$ cat config.mk
export PLATFORM = sky130hd
export DESIGN_NAME = sc_guard_seq
export DESIGN_NICKNAME = d
export VERILOG_FILES = /design/src/rtl/sc_seq_pkg.sv /design/src/rtl/sc_phase_timer.sv /design/src/rtl/sc_fault_merge.sv /design/src/rtl/sc_phase_fsm.sv /design/src/rtl/sc_guard_seq.sv
export SDC_FILE = /design/constraint.sdc
export NUM_CORES = 1
export LEC_CHECK = 0
export BUFFER_PORTS_ARGS = -buffer_cell sky130_fd_sc_hd__buf_2
export CAP_MARGIN = 40
export CORE_MARGIN = 4
export CORE_UTILIZATION = 54
export CTS_CLUSTER_SIZE = 25
export DETAILED_ROUTE_END_ITERATION = 7
export PLACE_DENSITY = 0.84
export SETUP_SLACK_MARGIN = 0.2
export SYNTH_ARGS = -nofsm -noshare
export SYNTH_HDL_FRONTEND = slang
export SYNTH_SLANG_ARGS = --single-unit
export TNS_END_PERCENT = 100
$ cat constraint.sdc
create_clock -name clk -period 6.6 [get_ports clk]
set_clock_uncertainty 0.15 [all_clocks]
set_input_delay 0.99 -clock clk [delete_from_list [all_inputs] [get_ports clk]]
set_output_delay 0.99 -clock clk [all_outputs]
set_load 0.005 [all_outputs]
$ cat src/rtl/sc_seq_pkg.sv
package sc_seq_pkg;

  typedef enum logic [2:0] {
    ST_OFF     = 3'd0,
    ST_RAMP    = 3'd1,
    ST_CHECK   = 3'd2,
    ST_STOP    = 3'd3,
    ST_RECOVER = 3'd4,
    ST_RUN     = 3'd5
  } phase_e;

  function automatic int max3(input int a, input int b, input int c);
    int m;
    m = (a > b) ? a : b;
    return (m > c) ? m : c;
  endfunction

endpackage

$ cat src/rtl/sc_phase_timer.sv
module sc_phase_timer #(
  parameter int CNT_W    = 8,
  parameter int MAX_LOAD = 255
) (
  input  logic             clk,
  input  logic             rst,
  input  logic             load,
  input  logic [CNT_W-1:0] load_val,
  output logic             done
);

  logic [CNT_W-1:0] cnt_q;

  always_ff @(posedge clk) begin
    if (rst) begin
      cnt_q <= '0;
    end else if (load) begin
      cnt_q <= load_val;
    end else if (cnt_q != '0) begin
      cnt_q <= cnt_q - 1'b1;
    end
  end

  assign done = (cnt_q == '0);


  timer_bound_chk: assert property (@(posedge clk) disable iff (rst)
    cnt_q <= CNT_W'(MAX_LOAD));

endmodule

$ cat src/rtl/sc_fault_merge.sv
module sc_fault_merge (
  input  logic clk,
  input  logic rst,
  input  logic en_n,
  input  logic sc_next,
  input  logic in_ovp,
  input  logic bat_ovp,
  input  logic over_temp,
  output logic fault_pull
);

  logic any_fault;
  logic fault_q;

  assign any_fault = sc_next | in_ovp | bat_ovp | over_temp;

  always_ff @(posedge clk) begin
    if (rst) begin
      fault_q <= 1'b0;
    end else begin
      fault_q <= ~en_n & any_fault;
    end
  end

  assign fault_pull = fault_q;

endmodule

$ cat src/rtl/sc_phase_fsm.sv
module sc_phase_fsm
  import sc_seq_pkg::*;
#(
  parameter int STEPS    = 8,
  parameter int STEP_CYC = 4,
  parameter int CHK_CYC  = 8,
  parameter int REC_CYC  = 8,
  parameter int CNT_W    = 4,
  parameter int LVL_W    = 4
) (
  input  logic             clk,
  input  logic             rst,
  input  logic             en_n,
  input  logic             ilim_active,
  input  logic             tmr_done,
  output logic             tmr_load,
  output logic [CNT_W-1:0] tmr_val,
  output logic [LVL_W-1:0] ramp_level,
  output logic             sw_on,
  output logic             soft_stop,
  output logic             clamp_en,
  output logic             sc_next
);

  localparam logic [CNT_W-1:0] STEP_LOAD = CNT_W'(STEP_CYC - 1);
  localparam logic [CNT_W-1:0] CHK_LOAD  = CNT_W'(CHK_CYC - 1);
  localparam logic [CNT_W-1:0] REC_LOAD  = CNT_W'(REC_CYC - 1);
  localparam logic [LVL_W-1:0] LVL_TOP   = LVL_W'(STEPS);
  localparam logic [LVL_W-1:0] LVL_ONE   = LVL_W'(1);

  phase_e           state_q, nxt_state;
  logic [LVL_W-1:0] level_q, nxt_level;
  logic             sw_on_q, soft_stop_q, clamp_q;

  always_comb begin
    nxt_state = state_q;
    nxt_level = level_q;
    tmr_load  = 1'b0;
    tmr_val   = STEP_LOAD;
    case (state_q)
      ST_OFF: begin
        nxt_state = ST_RAMP;
        nxt_level = LVL_ONE;
        tmr_load  = 1'b1;
      end
      ST_RAMP: begin
        if (tmr_done) begin
          if (level_q < LVL_TOP) begin
            nxt_level = level_q + 1'b1;
            tmr_load  = 1'b1;
          end else if (ilim_active) begin
            nxt_state = ST_CHECK;
            tmr_load  = 1'b1;
            tmr_val   = CHK_LOAD;
          end else begin
            nxt_state = ST_RUN;
          end
        end
      end
      ST_CHECK: begin
        if (!ilim_active) begin
          nxt_state = ST_RUN;
        end else if (tmr_done) begin
          nxt_state = ST_STOP;
          tmr_load  = 1'b1;
        end
      end
      ST_STOP: begin
        if (tmr_done) begin
          if (level_q > LVL_ONE) begin
            nxt_level = level_q - 1'b1;
            tmr_load  = 1'b1;
          end else begin
            nxt_state = ST_RECOVER;
            nxt_level = '0;
            tmr_load  = 1'b1;
            tmr_val   = REC_LOAD;
          end
        end
      end
      ST_RECOVER: begin
        if (tmr_done) begin
          nxt_state = ST_RAMP;
          nxt_level = LVL_ONE;
          tmr_load  = 1'b1;
        end
      end
      ST_RUN: begin
        nxt_state = ST_RUN;
      end
      default: begin
        nxt_state = ST_OFF;
        nxt_level = '0;
      end
    endcase
    if (en_n) begin
      nxt_state = ST_OFF;
      nxt_level = '0;
    end
  end

  assign sc_next = (nxt_state == ST_STOP) || (nxt_state == ST_RECOVER);

  always_ff @(posedge clk) begin
    if (rst) begin
      state_q     <= ST_OFF;
      level_q     <= '0;
      sw_on_q     <= 1'b0;
      soft_stop_q <= 1'b0;
      clamp_q     <= 1'b0;
    end else begin
      state_q     <= nxt_state;
      level_q     <= nxt_level;
      sw_on_q     <= (nxt_state == ST_RAMP) || (nxt_state == ST_CHECK) ||
                     (nxt_state == ST_STOP) || (nxt_state == ST_RUN);
      soft_stop_q <= (nxt_state == ST_STOP);
      clamp_q     <= (nxt_state == ST_CHECK) || (nxt_state == ST_STOP);
    end
  end

  assign ramp_level = level_q;
  assign sw_on      = sw_on_q;
  assign soft_stop  = soft_stop_q;
  assign clamp_en   = clamp_q;


  level_le_max_chk: assert property (@(posedge clk) disable iff (rst)
    level_q <= LVL_TOP);


  run_holds_chk: assert property (@(posedge clk) disable iff (rst)
    (!$past(rst) && ($past(state_q) == ST_RUN) && !$past(en_n)) |-> (state_q == ST_RUN));


  stop_starts_full_chk: assert property (@(posedge clk) disable iff (rst)
    $rose(soft_stop_q) |-> (level_q == LVL_TOP));


  clamp_needs_switch_chk: assert property (@(posedge clk) disable iff (rst)
    clamp_q |-> sw_on_q);

endmodule

$ cat src/rtl/sc_guard_seq.sv
module sc_guard_seq
  import sc_seq_pkg::*;
#(
  parameter int STEPS    = 8,
  parameter int STEP_CYC = 1000,
  parameter int CHK_CYC  = 500000,
  parameter int REC_CYC  = 6000000,
  localparam int LVL_W   = $clog2(STEPS + 1)
) (
  input  logic             clk,
  input  logic             rst,
  input  logic             en_n,
  input  logic             ilim_active,
  input  logic             in_ovp,
  input  logic             bat_ovp,
  input  logic             over_temp,
  output logic [LVL_W-1:0] ramp_level,
  output logic             sw_on,
  output logic             soft_stop,
  output logic             clamp_en,
  output logic             fault_pull
);

  localparam int CNT_MAX = max3(STEP_CYC, CHK_CYC, REC_CYC) - 1;
  localparam int CNT_W   = (CNT_MAX < 2) ? 1 : $clog2(CNT_MAX + 1);

  logic             tmr_load;
  logic [CNT_W-1:0] tmr_val;
  logic             tmr_done;
  logic             sc_next;

  sc_phase_timer #(
    .CNT_W    (CNT_W),
    .MAX_LOAD (CNT_MAX)
  ) u_timer (
    .clk      (clk),
    .rst      (rst),
    .load     (tmr_load),
    .load_val (tmr_val),
    .done     (tmr_done)
  );

  sc_phase_fsm #(
    .STEPS    (STEPS),
    .STEP_CYC (STEP_CYC),
    .CHK_CYC  (CHK_CYC),
    .REC_CYC  (REC_CYC),
    .CNT_W    (CNT_W),
    .LVL_W    (LVL_W)
  ) u_fsm (
    .clk         (clk),
    .rst         (rst),
    .en_n        (en_n),
    .ilim_active (ilim_active),
    .tmr_done    (tmr_done),
    .tmr_load    (tmr_load),
    .tmr_val     (tmr_val),
    .ramp_level  (ramp_level),
    .sw_on       (sw_on),
    .soft_stop   (soft_stop),
    .clamp_en    (clamp_en),
    .sc_next     (sc_next)
  );

  sc_fault_merge u_fault (
    .clk        (clk),
    .rst        (rst),
    .en_n       (en_n),
    .sc_next    (sc_next),
    .in_ovp     (in_ovp),
    .bat_ovp    (bat_ovp),
    .over_temp  (over_temp),
    .fault_pull (fault_pull)
  );


  stop_flags_fault_chk: assert property (@(posedge clk) disable iff (rst)
    soft_stop |-> fault_pull);


  disable_off_chk: assert property (@(posedge clk) disable iff (rst)
    $past(en_n) |-> (!sw_on && !fault_pull && !clamp_en));

endmodule

Yosys cells after proc, flatten, opt, wreduce, memory -nomap -nowiden
Cells that the tools add are included.

Input bits: 7. Bits in registers: 34. Word-level logic and storage cells: 75.

Eq/ne operators: 14. Reductions and logical operators: 13. $add $sub $neg: 3. Bitwise logic cells: 6. $lt $le $gt $ge: 2. Muxes and demuxes: 30.

Operators by type and width (number): 2-to-1 mux 23 bit (6); one-hot mux 23 bit (2 select lines) (1); 2-to-1 mux 3 bit (9); zero test 23 bit (1); nonzero test 23 bit (1); subtractor 23 x 1 -> 23 bit (second input constant) (1); 2-to-1 mux 4 bit (5); one-hot mux 4 bit (5 select lines) (1); 2-to-1 mux 19 bit (1); one-hot mux 3 bit (6 select lines) (1); equality test 3 x 2 -> 1 bit (second input constant) (4); equality test 3 bit (second input constant) (4); equality test 3 x 1 -> 1 bit (second input constant) (2); != test 2 bit (second input constant) (3); OR reduction 2 bit (3); logical OR 1 bit (5); 2-to-1 mux 1 bit (5); AND reduction 5 bit (1); adder 4 x 1 -> 4 bit (second input constant) (1); greater-than comparator 4 x 1 -> 1 bit (second input constant) (1); less-than comparator 4 bit (second input constant) (1); one-hot mux 1 bit (4 select lines) (1); subtractor 4 x 1 -> 4 bit (second input constant) (1); zero test 3 bit (1); 5 further kinds (8).

Logic depth before layout (Yosys ltp)
Depth in word-level cells: 11. Gate-level depth with buffers: 10.

Hierarchy
A second synthesis with hierarchy kept.

Cells, all modules: 279. Area, all modules: 2272.2 um^2.

Modules (own cells, without submodules): sc_phase_timer (seq. area each 460.4 um^2, cells an instance 156, instances 1, area each 1291.2 um^2); sc_phase_fsm (seq. area each 200.2 um^2, cells an instance 120, instances 1, area each 949.7 um^2); sc_fault_merge (seq. area each 20.0 um^2, cells an instance 3, instances 1, area each 31.3 um^2).

Worst setup path before layout
Ideal clock, no wire load.

Kind: input -> register. From: input rst. To: register u_fault.fault_q (netlist: u_fault.fault_pull). Library setup time: 63 ps. Arrival time: 2267 ps. Required time: 6387 ps. Slack: 4120 ps. Cell stages on the path: 5. Path through: clkbuf_1 > nor2_1 > nand2_1 > or4_1 > nand3_1.

RTL lines: start, declared (RTL line sc_guard_seq.sv:11) `input logic rst,`; end signal, assigned (RTL line sc_fault_merge.sv:21) `fault_q <= ~en_n & any_fault;`; end, declared (RTL line sc_fault_merge.sv:13) `logic fault_q;`.

Final worst setup path
From: register u_timer.cnt_q[0]. To: register u_timer.cnt_q[13].

Longest elaborated chain between the ends: 5. Elaborated cells between the ends (all ways): 13. Classes of those cells: 1 x add/sub; 9 x mux; 3 x reduce/logical.

RTL lines: start, declared (RTL line sc_phase_timer.sv:12) `logic [CNT_W-1:0] cnt_q;`; start signal, assigned (RTL line sc_phase_timer.sv:18) `cnt_q <= load_val;`; start signal, assigned (RTL line sc_phase_timer.sv:20) `cnt_q <= cnt_q - 1'b1;`; branches (longest 5 deep; another with subtractor 23 x 1 -> 23 bit).

Parallel ways; which one is timed is not known. The select of a mux whose other input is x is not followed. A chain may end at the register's enable or synchronous reset.

==> run_results.csv <==
group,metric,value,unit
outcome,status,"complete, no violations",
global_route,grt_max_degree,30,
job,drv_cap,0,
critical_path,criticalPathCategory,"reg2reg",
critical_path,cp_num_cells,8,
synth,synth_cell_types,58,
sta,worstMarginPinSlew,0.9362,ns
critical_path,slowest_delay,0.55,ns
critical_path,cp-start-kind,"flop",
final_layout,fillers,326,
sta,period_share,40.55,%
critical_path,critical-path-top-delay-family,"compound AO/OA/AOI/OAI gates",
synth,synth_cells,250,
critical_path,worst_setup_path_end_kind,"flop",
clock_network,clock-root-buffer,"clkbuf_8",
route,drtIter0Drc,139,
final_layout,mostFrequentLayoutCells,"dfxtp_1, nor2_1, a21oi_1",
route,wl,4.686,mm
synth,synth_area_leaders,"dfxtp_1, xnor2_1, a21oi_1",
synth,yosysTopAreaCellShare,33.07,%
clock_network,cts_sinks,34,
synth,synth_compound_area_share,21.16,%
sta,slew-limit-headroom,37.50,%
synth,synth-seq-area-share,33.07,%
power_and_ir_drop,power_frac_comb,11.2,%
synth,synth.largest_area_cell,"dfxtp_1",
global_route,grt_use_total,20.78,%
clock_network,tritoncts,"built",
synth,netlist_area,2058,sq um
clock_network,clock_latency,0.29,ns
power_and_ir_drop,ir_drop,216.1,uV
floorplanning,initial_core_util,56.22,%
global_route,grt_pass1_wl,8.355,mm
power_and_ir_drop,p_switching,0.1106,mW
floorplanning,num_rows,22,
floorplanning,die_area,4863,sq um
min_path,hp-class,"reg2reg",
sta,drv_slew,0,
sta,fmax,373.6,MHz
synth,async_flop_share,0,%
route,via_per_inst,6.182,
clock_network,cts_resized,0,
synth,synth-warning-count,0,
power_and_ir_drop,pwr_density_cell,191.4,nW/um^2
place,port_buffers,14,
route,wl_per_cell,15.21,microns
final_layout,drive_gt1_share,14.23,%
synth,synth_area_per_cell,8.233,sq um
critical_path,critical_path_peak_fanout,15,
final_layout,area_growth,7.963,%
synth,synthAdderAreaFrac,2.432,%
final_layout,nets,270,
sta,rsz0062_at_grt,"false",
power_and_ir_drop,p_int,0.3147,mW
synth,ys_ff_latch,34,
floorplanning,core_region_area,3661,sq um
power_and_ir_drop,switching_share,26.01,%
sta,hold_viol_final,0,
critical_path,crit_arrival,2.66,ns
synth,synth-xor-area-share,8.085,%
global_route,antenna_found_initial,0,
global_route,grt_overflow,0,
clock_network,ctsHoldBuffers,0,
sta,finalWorstSetupSlack,3.924,ns
power_and_ir_drop,leakage,0.8298,nW
route,drt_pass1_iterations,4,
clock_network,htree_levels,2,
global_route,grt_pass1_vias,1811,
final_layout,antenna_cells,0,
synth,synth_nets,261,
power_and_ir_drop,clkPwrFrac,37.1,%
floorplanning,io_pins,15,
place,gp_congestion,0.8620,
final_layout,final_common_cell,"dfxtp_1",
critical_path,r2r_cells,8,
power_and_ir_drop,fin_total_pwr,0.4253,mW
synth,yosys.area_share.simple,28.81,%
final_layout,final_area,2222,sq um
floorplanning,fp.dieH,69.74,microns
critical_path,critPathBufInv,1,
critical_path,crit_slowest_cell,"o21ai_2",
synth,synth_top_family_by_area,"simple AND/OR/NAND/NOR gates",
synth,synth_edf_count,0,
synth,synthFlopType,"dfxtp_1",
clock_network,clkSlewWorstSetupHoldPaths,0.07,ns
route,drc_errors,0,
place,place_area,2131,sq um
clock_network,postCtsSetupBuffers,0,
critical_path,crit_chain,"inv_1 > ha_1 > nor2b_1 > nand4_1 > nor2_4 > a22oi_2 > o21ai_2 > o22ai_1",
sta,finalSetupViolations,0,
floorplanning,die_w,69.74,microns
place,hpwl,3.374,mm
route,vias,1904,
route,ant_nets,0,
clock_network,clockBufferDepth,2,
critical_path,required,6.59,ns
power_and_ir_drop,p_seq_share,51.7,%
synth,synth_mux_area_share,2.006,%
min_path,hold_depth,2,
sta,fin_crit,2.676,ns
sta,setup_tns,0,ns
clock_network,cts_made_buffers,5,
place,dp_slack,3.763,ns
-- path summary, 6_finish.rpt --
kind	startpoint	to	slack, ns
worst max-delay path	u_timer.cnt_q[0]	u_timer.cnt_q[13]	3.92
worst max register to register	u_timer.cnt_q[0]	u_timer.cnt_q[13]	3.92
worst min register to register	u_fsm.ramp_level[1]	u_fsm.ramp_level[1]	0.40
worst min-delay path	u_fsm.ramp_level[1]	u_fsm.ramp_level[1]	0.40
-- power by group through the flow --
stage	combinational [mW]	sequential (mW)	clock, mW
floorplan	0.0378	0.222	0
global placement	0.0457	0.224	0
detailed placement	0.0471	0.224	0
CTS	0.0474	0.219	0.160
global route	0.0542	0.221	0.169
finish	0.0478	0.220	0.158
-- area by class of cell --
type	instances	area (sq um)	area share [%]
clock buffers	7	86.33	3.885
clock inverters	1	5.005	0.2252
inverters	9	33.78	1.520
multi-input cells	195	1286	57.88
flip-flops and latches	34	680.7	30.63
well taps	48	60.06	2.703
repair buffers	14	70.07	3.153
-- worst register-to-register path, stage by stage (launching register included) --
cell	delay, ns
dfxtp_1	0.35
inv_1	0.11
ha_1	0.21
nor2b_1	0.21
nand4_1	0.29
nor2_4	0.35
a22oi_2	0.13
o21ai_2	0.55
o22ai_1	0.18
-- Yosys cell counts (all sizes together) (3+ instances only) --
cell type  instances
nor3              18
nor4               6
clkbuf             9
buf                3
inv                9
xor2               3
ha                 4
nand3              9
a21oi             20
or4                3
nor2              20
o21a               6
nand2             18
dfxtp             34
xnor2             16
o31ai              7
o21ai             13
mux2i              3
nand4              4
or3                6
nor2b              4
a31oi              4
-- stage by stage --
stage               utilization [%]  hold slack [ns]  instances
finish                        60.70           0.3965        308
global placement              58.20           0.3927        300
detailed placement            58.20           0.3920        300
floorplan                         -           0.3621        250
CTS                           60.70           0.4022        308
global route                  60.70           0.4234        308
-- layer usage --
metal | track usage [%] | wire length (microns) | up-vias
met2 | 33.05 | 2146 | 50
li1 | - | - | 937
met5 | 0 | 0 | -
met4 | 6.809 | 91 | 0
met1 | 27.72 | 2230 | 905
met3 | 4.928 | 218 | 12
-- sequential cells by signal, summed over array words and instances, names as in the netlist --
register            count
u_fsm.state_q           3
u_fsm.soft_stop         1
u_fault.fault_pull      1
u_timer.cnt_q          23
u_fsm.ramp_level        4
u_fsm.sw_on             1
u_fsm.clamp_en          1
-- cells by family after synthesis --
kind of cell / Yosys count
multiplexers: 4
flip-flops: 34
XOR/XNOR: 19
adder cells (fa/ha/maj): 4
buffers and inverters: 21
AND/OR/NAND/NOR: 103
AO/OA/AOI/OAI: 65
No activity file was read; power rests on OpenSTA's default activity.
